File: config.mk
export PLATFORM = sky130hd
export DESIGN_NAME = csr_atomic_mux
export DESIGN_NICKNAME = d
export VERILOG_FILES = /design/src/rtl/csr_mux_pkg.sv /design/src/rtl/csr_mux_decode.sv /design/src/rtl/csr_mux_wide.sv /design/src/rtl/csr_atomic_mux.sv
export SDC_FILE = /design/constraint.sdc
export NUM_CORES = 1
export LEC_CHECK = 0
export ABC_CLOCK_PERIOD_IN_PS = 2300
export CAP_MARGIN = 20
export CORE_UTILIZATION = 43
export DETAILED_ROUTE_END_ITERATION = 16
export PLACE_DENSITY_LB_ADDON = 0.12
export SYNTH_ARGS = -nofsm -noshare
export SYNTH_HDL_FRONTEND = slang
export SYNTH_SLANG_ARGS = --single-unit
File: constraint.sdc
create_clock -name clk -period 2.3 [get_ports clk]
set_clock_uncertainty 0.15 [all_clocks]
set_input_delay 0.23 -clock clk [delete_from_list [all_inputs] [get_ports clk]]
set_output_delay 0.23 -clock clk [all_outputs]
set_load 0.005 [all_outputs]
File: src/rtl/csr_mux_pkg.sv
package csr_mux_pkg;
    localparam int CNT_W    = 4;
    localparam int MAX_REGS = 16;

    typedef logic [MAX_REGS*CNT_W-1:0] chunk_list_t;

    function automatic int chunks_of(chunk_list_t list, int idx);
        return int'(list[idx*CNT_W +: CNT_W]);
    endfunction

    function automatic int base_of(chunk_list_t list, int idx);
        int sum;
        sum = 0;
        for (int j = 0; j < idx; j++) sum += chunks_of(list, j);
        return sum;
    endfunction

    function automatic int max_chunks(chunk_list_t list, int n);
        int m;
        m = 1;
        for (int j = 0; j < n; j++)
            if (chunks_of(list, j) > m) m = chunks_of(list, j);
        return m;
    endfunction
endpackage

File: src/rtl/csr_mux_decode.sv
module csr_mux_decode
    import csr_mux_pkg::*;
#(
    parameter int          ADDR_W  = 10,
    parameter int          NUM_REG = 3,
    parameter int          IDX_W   = 2,
    parameter chunk_list_t LIST    = chunk_list_t'(12'h421)
) (
    input  logic [ADDR_W-1:0]        addr,
    output logic [NUM_REG-1:0]       hit,
    output logic [NUM_REG*IDX_W-1:0] idx
);
    for (genvar i = 0; i < NUM_REG; i++) begin : g_range
        localparam int BASE = base_of(LIST, i);
        localparam int CH   = chunks_of(LIST, i);
        logic [ADDR_W:0] addr_x;

        always_comb begin
            addr_x = {1'b0, addr};
            hit[i] = (addr_x >= (ADDR_W+1)'(BASE)) && (addr_x < (ADDR_W+1)'(BASE + CH));
            idx[i*IDX_W +: IDX_W] = IDX_W'(addr - ADDR_W'(BASE));
        end
    end
endmodule

File: src/rtl/csr_mux_wide.sv
module csr_mux_wide #(
    parameter int DATA_W = 8,
    parameter int CH     = 2,
    parameter int IDX_W  = 2
) (
    input  logic                 clk,
    input  logic                 rst_n,
    input  logic                 sel,
    input  logic [IDX_W-1:0]     idx,
    input  logic                 bus_r_stb,
    input  logic                 bus_w_stb,
    input  logic [DATA_W-1:0]    bus_w_data,
    input  logic [CH*DATA_W-1:0] el_r_data,
    output logic                 el_r_stb,
    output logic                 el_w_stb,
    output logic [CH*DATA_W-1:0] el_w_data,
    output logic [DATA_W-1:0]    rd_byte
);
    localparam int LOW_W = (CH - 1) * DATA_W;

    typedef struct packed {
        logic [LOW_W-1:0] rd_sh;
        logic [LOW_W-1:0] wr_sh;
    } wide_state_t;

    wide_state_t state_d, state_q;
    logic        first_hit, last_hit;

    always_comb begin
        state_d   = state_q;
        first_hit = sel && (idx == '0);
        last_hit  = sel && (idx == IDX_W'(CH - 1));

        el_r_stb = bus_r_stb && first_hit;
        if (el_r_stb)
            state_d.rd_sh = el_r_data[CH*DATA_W-1:DATA_W];

        el_w_stb  = bus_w_stb && last_hit;
        el_w_data = {bus_w_data, state_q.wr_sh};
        if (bus_w_stb && sel && !last_hit) begin
            for (int k = 0; k < CH - 1; k++)
                if (idx == IDX_W'(k))
                    state_d.wr_sh[k*DATA_W +: DATA_W] = bus_w_data;
        end

        rd_byte = '0;
        if (idx == '0) begin
            rd_byte = el_r_data[DATA_W-1:0];
        end else begin
            for (int k = 1; k < CH; k++)
                if (idx == IDX_W'(k))
                    rd_byte = state_q.rd_sh[(k-1)*DATA_W +: DATA_W];
        end
    end

    always_ff @(posedge clk) begin
        if (!rst_n) state_q <= '0;
        else        state_q <= state_d;
    end

    // the read buffer only changes on a chunk-0 read strobe
    assert_rd_hold_R6: assert property (@(posedge clk) disable iff (!rst_n)
        !el_r_stb |=> $stable(state_q.rd_sh));

    // a chunk-0 read latches the upper part of the element value
    assert_rd_capture_R5: assert property (@(posedge clk) disable iff (!rst_n)
        el_r_stb |=> state_q.rd_sh == $past(el_r_data[CH*DATA_W-1:DATA_W]));

    // a chunk-0 write lands in the write buffer
    assert_low_buffered_R3: assert property (@(posedge clk) disable iff (!rst_n)
        (bus_w_stb && sel && idx == '0) |=> state_q.wr_sh[DATA_W-1:0] == $past(bus_w_data));

    // the write buffer is untouched by anything but writes to this element
    assert_wr_isolated_R9: assert property (@(posedge clk) disable iff (!rst_n)
        !(bus_w_stb && sel) |=> $stable(state_q.wr_sh));
endmodule

File: src/rtl/csr_atomic_mux.sv
module csr_atomic_mux
    import csr_mux_pkg::*;
#(
    parameter int                     DATA_W     = 8,
    parameter int                     ADDR_W     = 10,
    parameter int                     NUM_REG    = 3,
    parameter logic [NUM_REG*4-1:0]   REG_CHUNKS = 12'h421,
    localparam chunk_list_t           LIST       = chunk_list_t'(REG_CHUNKS),
    localparam int                    TOTAL_CH   = base_of(LIST, NUM_REG),
    localparam int                    TOTAL_W    = TOTAL_CH * DATA_W
) (
    input  logic                clk,
    input  logic                rst_n,
    input  logic [ADDR_W-1:0]   bus_addr,
    input  logic                bus_r_stb,
    output logic [DATA_W-1:0]   bus_r_data,
    input  logic                bus_w_stb,
    input  logic [DATA_W-1:0]   bus_w_data,
    output logic [NUM_REG-1:0]  elem_r_stb,
    input  logic [TOTAL_W-1:0]  elem_r_data,
    output logic [NUM_REG-1:0]  elem_w_stb,
    output logic [TOTAL_W-1:0]  elem_w_data
);
    localparam int MAX_CH = max_chunks(LIST, NUM_REG);
    localparam int IDX_W  = (MAX_CH > 1) ? $clog2(MAX_CH) : 1;

    typedef struct packed {
        logic [DATA_W-1:0] r_data;
    } top_state_t;

    top_state_t               top_d, top_q;
    logic [NUM_REG-1:0]       hit;
    logic [NUM_REG*IDX_W-1:0] idx;
    logic [DATA_W-1:0]        rd_byte [NUM_REG];

    csr_mux_decode #(
        .ADDR_W (ADDR_W),
        .NUM_REG(NUM_REG),
        .IDX_W  (IDX_W),
        .LIST   (LIST)
    ) i_decode (
        .addr(bus_addr),
        .hit (hit),
        .idx (idx)
    );

    for (genvar i = 0; i < NUM_REG; i++) begin : g_elem
        localparam int BASE = base_of(LIST, i);
        localparam int CH   = chunks_of(LIST, i);

        if (CH == 1) begin : g_direct
            logic first_hit;
            assign first_hit  = hit[i] && (idx[i*IDX_W +: IDX_W] == '0);
            assign elem_r_stb[i] = bus_r_stb && first_hit;
            assign elem_w_stb[i] = bus_w_stb && first_hit;
            assign elem_w_data[BASE*DATA_W +: DATA_W] = bus_w_data;
            assign rd_byte[i] = elem_r_data[BASE*DATA_W +: DATA_W];
        end else begin : g_wide
            csr_mux_wide #(
                .DATA_W(DATA_W),
                .CH    (CH),
                .IDX_W (IDX_W)
            ) i_wide (
                .clk       (clk),
                .rst_n     (rst_n),
                .sel       (hit[i]),
                .idx       (idx[i*IDX_W +: IDX_W]),
                .bus_r_stb (bus_r_stb),
                .bus_w_stb (bus_w_stb),
                .bus_w_data(bus_w_data),
                .el_r_data (elem_r_data[BASE*DATA_W +: CH*DATA_W]),
                .el_r_stb  (elem_r_stb[i]),
                .el_w_stb  (elem_w_stb[i]),
                .el_w_data (elem_w_data[BASE*DATA_W +: CH*DATA_W]),
                .rd_byte   (rd_byte[i])
            );
        end
    end

    always_comb begin
        top_d.r_data = '0;
        if (bus_r_stb) begin
            for (int i = 0; i < NUM_REG; i++)
                if (hit[i]) top_d.r_data = top_d.r_data | rd_byte[i];
        end
    end

    always_ff @(posedge clk) begin
        if (!rst_n) top_q <= '0;
        else        top_q <= top_d;
    end

    assign bus_r_data = top_q.r_data;

    // element ranges never overlap, so at most one element is strobed
    assert_one_target_R1: assert property (@(posedge clk) disable iff (!rst_n)
        $onehot0(elem_r_stb) && $onehot0(elem_w_stb));

    // an unmapped address strobes nothing
    assert_unmapped_quiet_R8: assert property (@(posedge clk) disable iff (!rst_n)
        (hit == '0) |-> (elem_r_stb == '0 && elem_w_stb == '0));

    // an unmapped read returns zero
    assert_unmapped_zero_R8: assert property (@(posedge clk) disable iff (!rst_n)
        (bus_r_stb && hit == '0) |=> bus_r_data == '0);

    // no read strobe, no read data in the following cycle
    assert_idle_zero_R7: assert property (@(posedge clk) disable iff (!rst_n)
        !bus_r_stb |=> bus_r_data == '0);
endmodule

[Word-level counts from Yosys, hierarchy flattened]
Cells that the tools add are included.
Word-level totals
  bits in registers: 72
  bits in writable memories: 0
  memories kept: 0
  ROM bits: 0
  bits in latches: 0
  logic and storage cells: 58
  output and inout bits: 70
Cells by class
  magnitude comparators: 5
  reduce and logical (&&, ||, !) cells: 27
  bitwise operators: 2
  div/mod/pow operators: 0
  $mul: 0
  shifts and indexed selects: 0
  eq/ne operators: 4
  mux-type cells: 11
  add/subtract/negate cells: 2
Operator list (count)
  $mux 8: 11
  $logic_and 1x1->1: 17
  $or 8x8->8: 2
  $ge 10x1->1 const B: 1
  $ge 10x2->1 const B: 1
  $lt 10x1->1 const B: 1
  $lt 10x2->1 const B: 1
  $lt 10x3->1 const B: 1
  $reduce_and 2->1: 5
  $logic_not 2->1: 3
  $eq 2x1->1 const B: 2
  $eq 2x2->1 const B: 2
  $logic_not 1->1: 2
  $sub 2x1->2 const B: 1
  $sub 2x2->2 const B: 1

[Logic depth before layout (Yosys ltp)]
  word-level depth: 9
  gate-level depth with buffers: 7
  mapped depth without buffers: 4

[Hierarchy]
Synthesis repeated with hierarchy kept, for this count alone.
Unflattened totals
  cells, all modules: 400
  area, all modules: 3757.4 µm²
Modules (own cells, without submodules)
  csr_mux_wide at g_elem[2].g_wide.i_wide: times used 1, cells an instance 238, area each 2316.0 µm²
  csr_mux_wide at g_elem[1].g_wide.i_wide: times used 1, cells an instance 106, area each 925.9 µm²
  csr_atomic_mux: times used 1, cells an instance 38, area each 366.6 µm²
  csr_mux_decode: times used 1, cells an instance 18, area each 148.9 µm²

[Worst setup path after synthesis]
Ideal clock, no wire load.
  path type: input -> register
  start point: input port bus_addr[5]
  end point: register g_elem[2].g_wide.i_wide.state_q[42] (netlist bit)
  slack: 193 ps
  arrival: 1829 ps
  library setup time: 128 ps
  cell stages on the path: 7
  path through: or4_1 buf_2 or4_4 buf_6 buf_8 nand3_1 o21ai_1
On the way
  longest elaborated chain between the ends: 4
  elaborated cells between the ends (all ways): 5
RTL lines
  start, declared: line csr_atomic_mux.sv:14  | input logic [ADDR_W-1:0] bus_addr,
  $ge 10x2->1 / $lt 10x3->1 (equally long branches): line csr_mux_decode.sv:20  | hit[i] = (addr_x >= (ADDR_W+1)'(BASE)) && (addr_x < (ADDR_W+1)'(BASE + CH));
  $logic_and 1x1->1 *: line csr_mux_decode.sv:20
  $logic_and 1x1->1 *: line csr_mux_wide.sv:31  | first_hit = sel && (idx == '0);
  $logic_and 1x1->1 *: line csr_mux_wide.sv:34  | el_r_stb = bus_r_stb && first_hit;
  end signal, assigned: line csr_mux_wide.sv:58  | else state_q <= state_d;
  end, declared: line csr_mux_wide.sv:26  | wide_state_t state_d, state_q;
Mark *: on every way between the ends. The rest lies on a longest branch, timed or not.
A chain may end at the register's enable or synchronous reset.

[Worst setup path in the final report]
  start point: input port bus_addr[6]
  end point: register g_elem[2].g_wide.i_wide.state_q[29] (netlist bit)
Same word-level chain as after synthesis.

==> summary.txt <==
Run status
  – Outcome: complete, no violations

Placed design
  – # placed instances: a little under 600
  – Placer Congestion: around 0.82
  – Buffers on Ports: 147
  – Worst slack, placed: -0.265 ns
  – Placed wire-length estimate: 6630 µm

Global route
  – First-pass GRT wire length: between 10000 and 15000 µm
  – Largest net degree at the start of global routing: 53
  – Grt ovf: 0
  – Gr usage total: 0.215
  – Initial antenna violation count: 0
  – Vias in the first global route: 2984

Drt
  – DR iter-0 viols: about 130
  – Antenna Nets Post-Route: 0
  – Total routed wirelength: between 9000 and 10000 µm
  – Residual DRC: 0
  – Number of vias per cell: a little over 5
  – DR pass1 iterations: 4
  – Via Count: slightly above 3000
  – Avg WL per Cell: 15.0 µm

Logic synthesis
  – Mapped Cells: 405
  – Yosys reg bits: 72
  – Sequential fraction of the synthesis area: 0.397
  – Syn_nets: between 400 and 500
  – Yosys warning total: 0
  – Syn Std Cell Area: roughly 3600 µm²
  – Syn Area/Cell: about 9.0 µm²
  – Distinct cell type count after synthesis: 36

Worst setup path
  – Required time of the critical path: around 2.4 ns
  – Critical Path Fanout Max: between 40 and 50
  – FF-to-FF setup slack: 0.94 ns
  – Worst EP arrival: ~2.3 ns
  – Startpoint Class: input port
  – Kind of critical path: input port to flop
  – Crit. End Element: flop

Pwr
  – PwrDens: just over 500 nW/µm²
  – LEAKAGE: 2.00 nW
  – Power consumption: about 2.6 mW
  – Peak VDD IR: about 0.25 mV

STA
  – Final TNS setup: 0 ns
  – RSZ-0062 raised after global routing: true
  – Final Max Slew Viols: 0
  – Crit share post-route: 0.971
  – Worst slew margin: 0.683
  – # setup viols final: 0
  – Worst Tran Pin Value: around 0.48 ns
  – Hold Vio Cnt, Final: 0
  – Final setup margin: 0.0678 ns
  – Post-layout min period: 2.23 ns
  – F_max: 448 MHz

Floorplanning
  – Initial Util: 0.444
  – Die W: around 94 µm
  – CORE AREA: between 8000 and 9000 µm²
  – Rows: 33
  – Die Ht: 93.9 µm
  – Die Area: just under 9000 µm²
  – Ports: about 150

Clock network
  – Skew-Pair Late Insertion Delay: about 0.34 ns
  – CTS tree: built
  – Num CTS Buffers: 9
  – Clk slew on worst S/H paths: around 0.08 ns
  – H-tree levels: 3
  – Max clock buf depth: 2
  – TritonCTS sink count: 72
  – Root Buffer: clkbuf_8
  – Hold Buf Count CTS: 0

Finish
  – Multi-input gate area: around 1600 µm²
  – Final Util: 0.619
  – Number of inserted diodes: 0
  – Fraction of layout instances using a drive strength above 1: 0.165
  – Syn-to-layout area delta: 39.5%
  – Non-filler cells, final: 607
  – Reg area: about 1400 µm²
  – Post-layout nets: 575
  – # fillers: 728

Worst hold path
  – HP Class: input port to flop

Job
  – Max cap viols: 0
-- final timing paths --
| check | startpoint | to | depth (start not counted) |
|---|---|---|---|
| max reg2reg | g_elem[2].g_wide.i_wide.state_q[34] | bus_r_data[2] | 3 |
| max | bus_addr[6] | g_elem[2].g_wide.i_wide.state_q[29] | 6 |
| min reg2reg | g_elem[2].g_wide.i_wide.state_q[43] | g_elem[2].g_wide.i_wide.state_q[43] | 2 |
| min | rst_n | g_elem[1].g_wide.i_wide.state_q[13] | 3 |
-- power by group --
| group | leakage [nW] | internal, mW | switching [mW] |
|---|---|---|---|
| Clock | 0.101 | 0.556 | 0.466 |
| Combinational | 1.32 | 0.196 | 0.127 |
| Sequential | 0.580 | 1.25 | 0.000218 |
-- Yosys cell counts, drive strengths merged --
| master | n | area [µm²] |
|---|---|---|
| mux2i | 16 | 160 |
| a21bo | 1 | 10.0 |
| or2 | 1 | 6.26 |
| buf | 77 | 573 |
| nand4 | 2 | 12.5 |
| a2111oi | 1 | 15.0 |
| nand3 | 48 | 250 |
| nor2 | 1 | 3.75 |
| a22o | 8 | 70.1 |
| nand2 | 68 | 255 |
| or4 | 4 | 33.8 |
| clkbuf | 13 | 50.0 |
| nor3 | 5 | 25.0 |
| a22oi | 8 | 60.1 |
| or3 | 1 | 6.26 |
| dfxtp | 72 | 1440 |
| o21ai | 48 | 312 |
| nor3b | 2 | 15.0 |
| and3b | 1 | 8.76 |
| nor4 | 2 | 18.8 |
| o2111a | 1 | 11.3 |
| mux4 | 8 | 180 |
| nand3b | 2 | 15.0 |
| nor2b | 12 | 75.1 |
| nand2b | 2 | 12.5 |
| or4b | 1 | 10.0 |
-- area by class of cell --
type,instances,share of cell area
tap,105,0.0259
clock inverter,5,0.0109
sequential,72,0.285
clock buffer,11,0.0299
multi-input combinational,243,0.319
timing repair buffer,171,0.330
-- repair_timing --
item	4_1_cts	5_1_grt
hold endpoints to repair	0	0
gates resized for setup	7	7
setup endpoints to repair	6	10
pin swaps	4	3
cloned	0	0
buffers inserted	1	2
-- critical path, cell delays in order --
cell	delay [ns]
clkdlybuf4s50_1	0.46
or4_1	0.60
or4_4	0.60
buf_12	0.20
nand3_1	0.10
o21ai_0	0.10
-- layer usage --
layer  up-vias  GRT usage  wire length [µm]
li1       1539          -                 -
met1      1411      0.270              3930
met2       120      0.358              4390
met3        13     0.0502               642
met4         0     0.0782               144
met5         -          0                 0
-- kinds of logic (layout without fill, tap and decap cells) --
| logic type | count (synthesis) | in the layout | share of synthesized area |
|---|---|---|---|
| compound gates | 67 | 67 | 0.132 |
| buf+inv | 90 | 187 | 0.172 |
| flops | 72 | 72 | 0.397 |
| mux | 24 | 24 | 0.0937 |
| simple gates | 152 | 152 | 0.206 |
-- cell usage in the layout, fill, tap and decap left out, types with 2 or more instances in the layout --
master / netlist / layout
clkinv_2: 0 / 2
dfxtp_1: 72 / 72
nand4_1: 2 / 2
a22oi_1: 8 / 8
o21ai_0: 4 / 4
nor3_2: 0 / 4
nand2b_1: 2 / 2
a22o_1: 8 / 8
or4_1: 3 / 3
dlymetal6s2s_1: 0 / 4
clkbuf_8: 0 / 11
nor2b_1: 12 / 12
nand3b_1: 2 / 2
mux4_2: 8 / 8
o21ai_2: 19 / 19
clkdlybuf4s50_1: 0 / 141
mux2i_1: 16 / 16
nand2_1: 68 / 67
nand3_1: 46 / 46
nor3b_2: 0 / 2
buf_4: 60 / 24
nand3_2: 2 / 2
o21ai_1: 25 / 25
clkinvlp_4: 0 / 2
-- sequential cells by signal, summed over array words and instances (netlist names) --
name and cells:
g_elem.g_wide.i_wide.state_q 32, bus_r_data 8, g_elem.g_wide.i_wide.el_w_data 32
-- metrics by stage --
step                      hold WS (ns)  instance area (µm²)
after CTS                       0.0758                 5020
after floorplan                  0.179                 3630
after global placement           0.290                 4780
after global routing            0.0939                 5060
after detailed placement         0.298                 4780
final                           0.0845                 5060
Note: power is estimated with default switching activity, not from simulation.
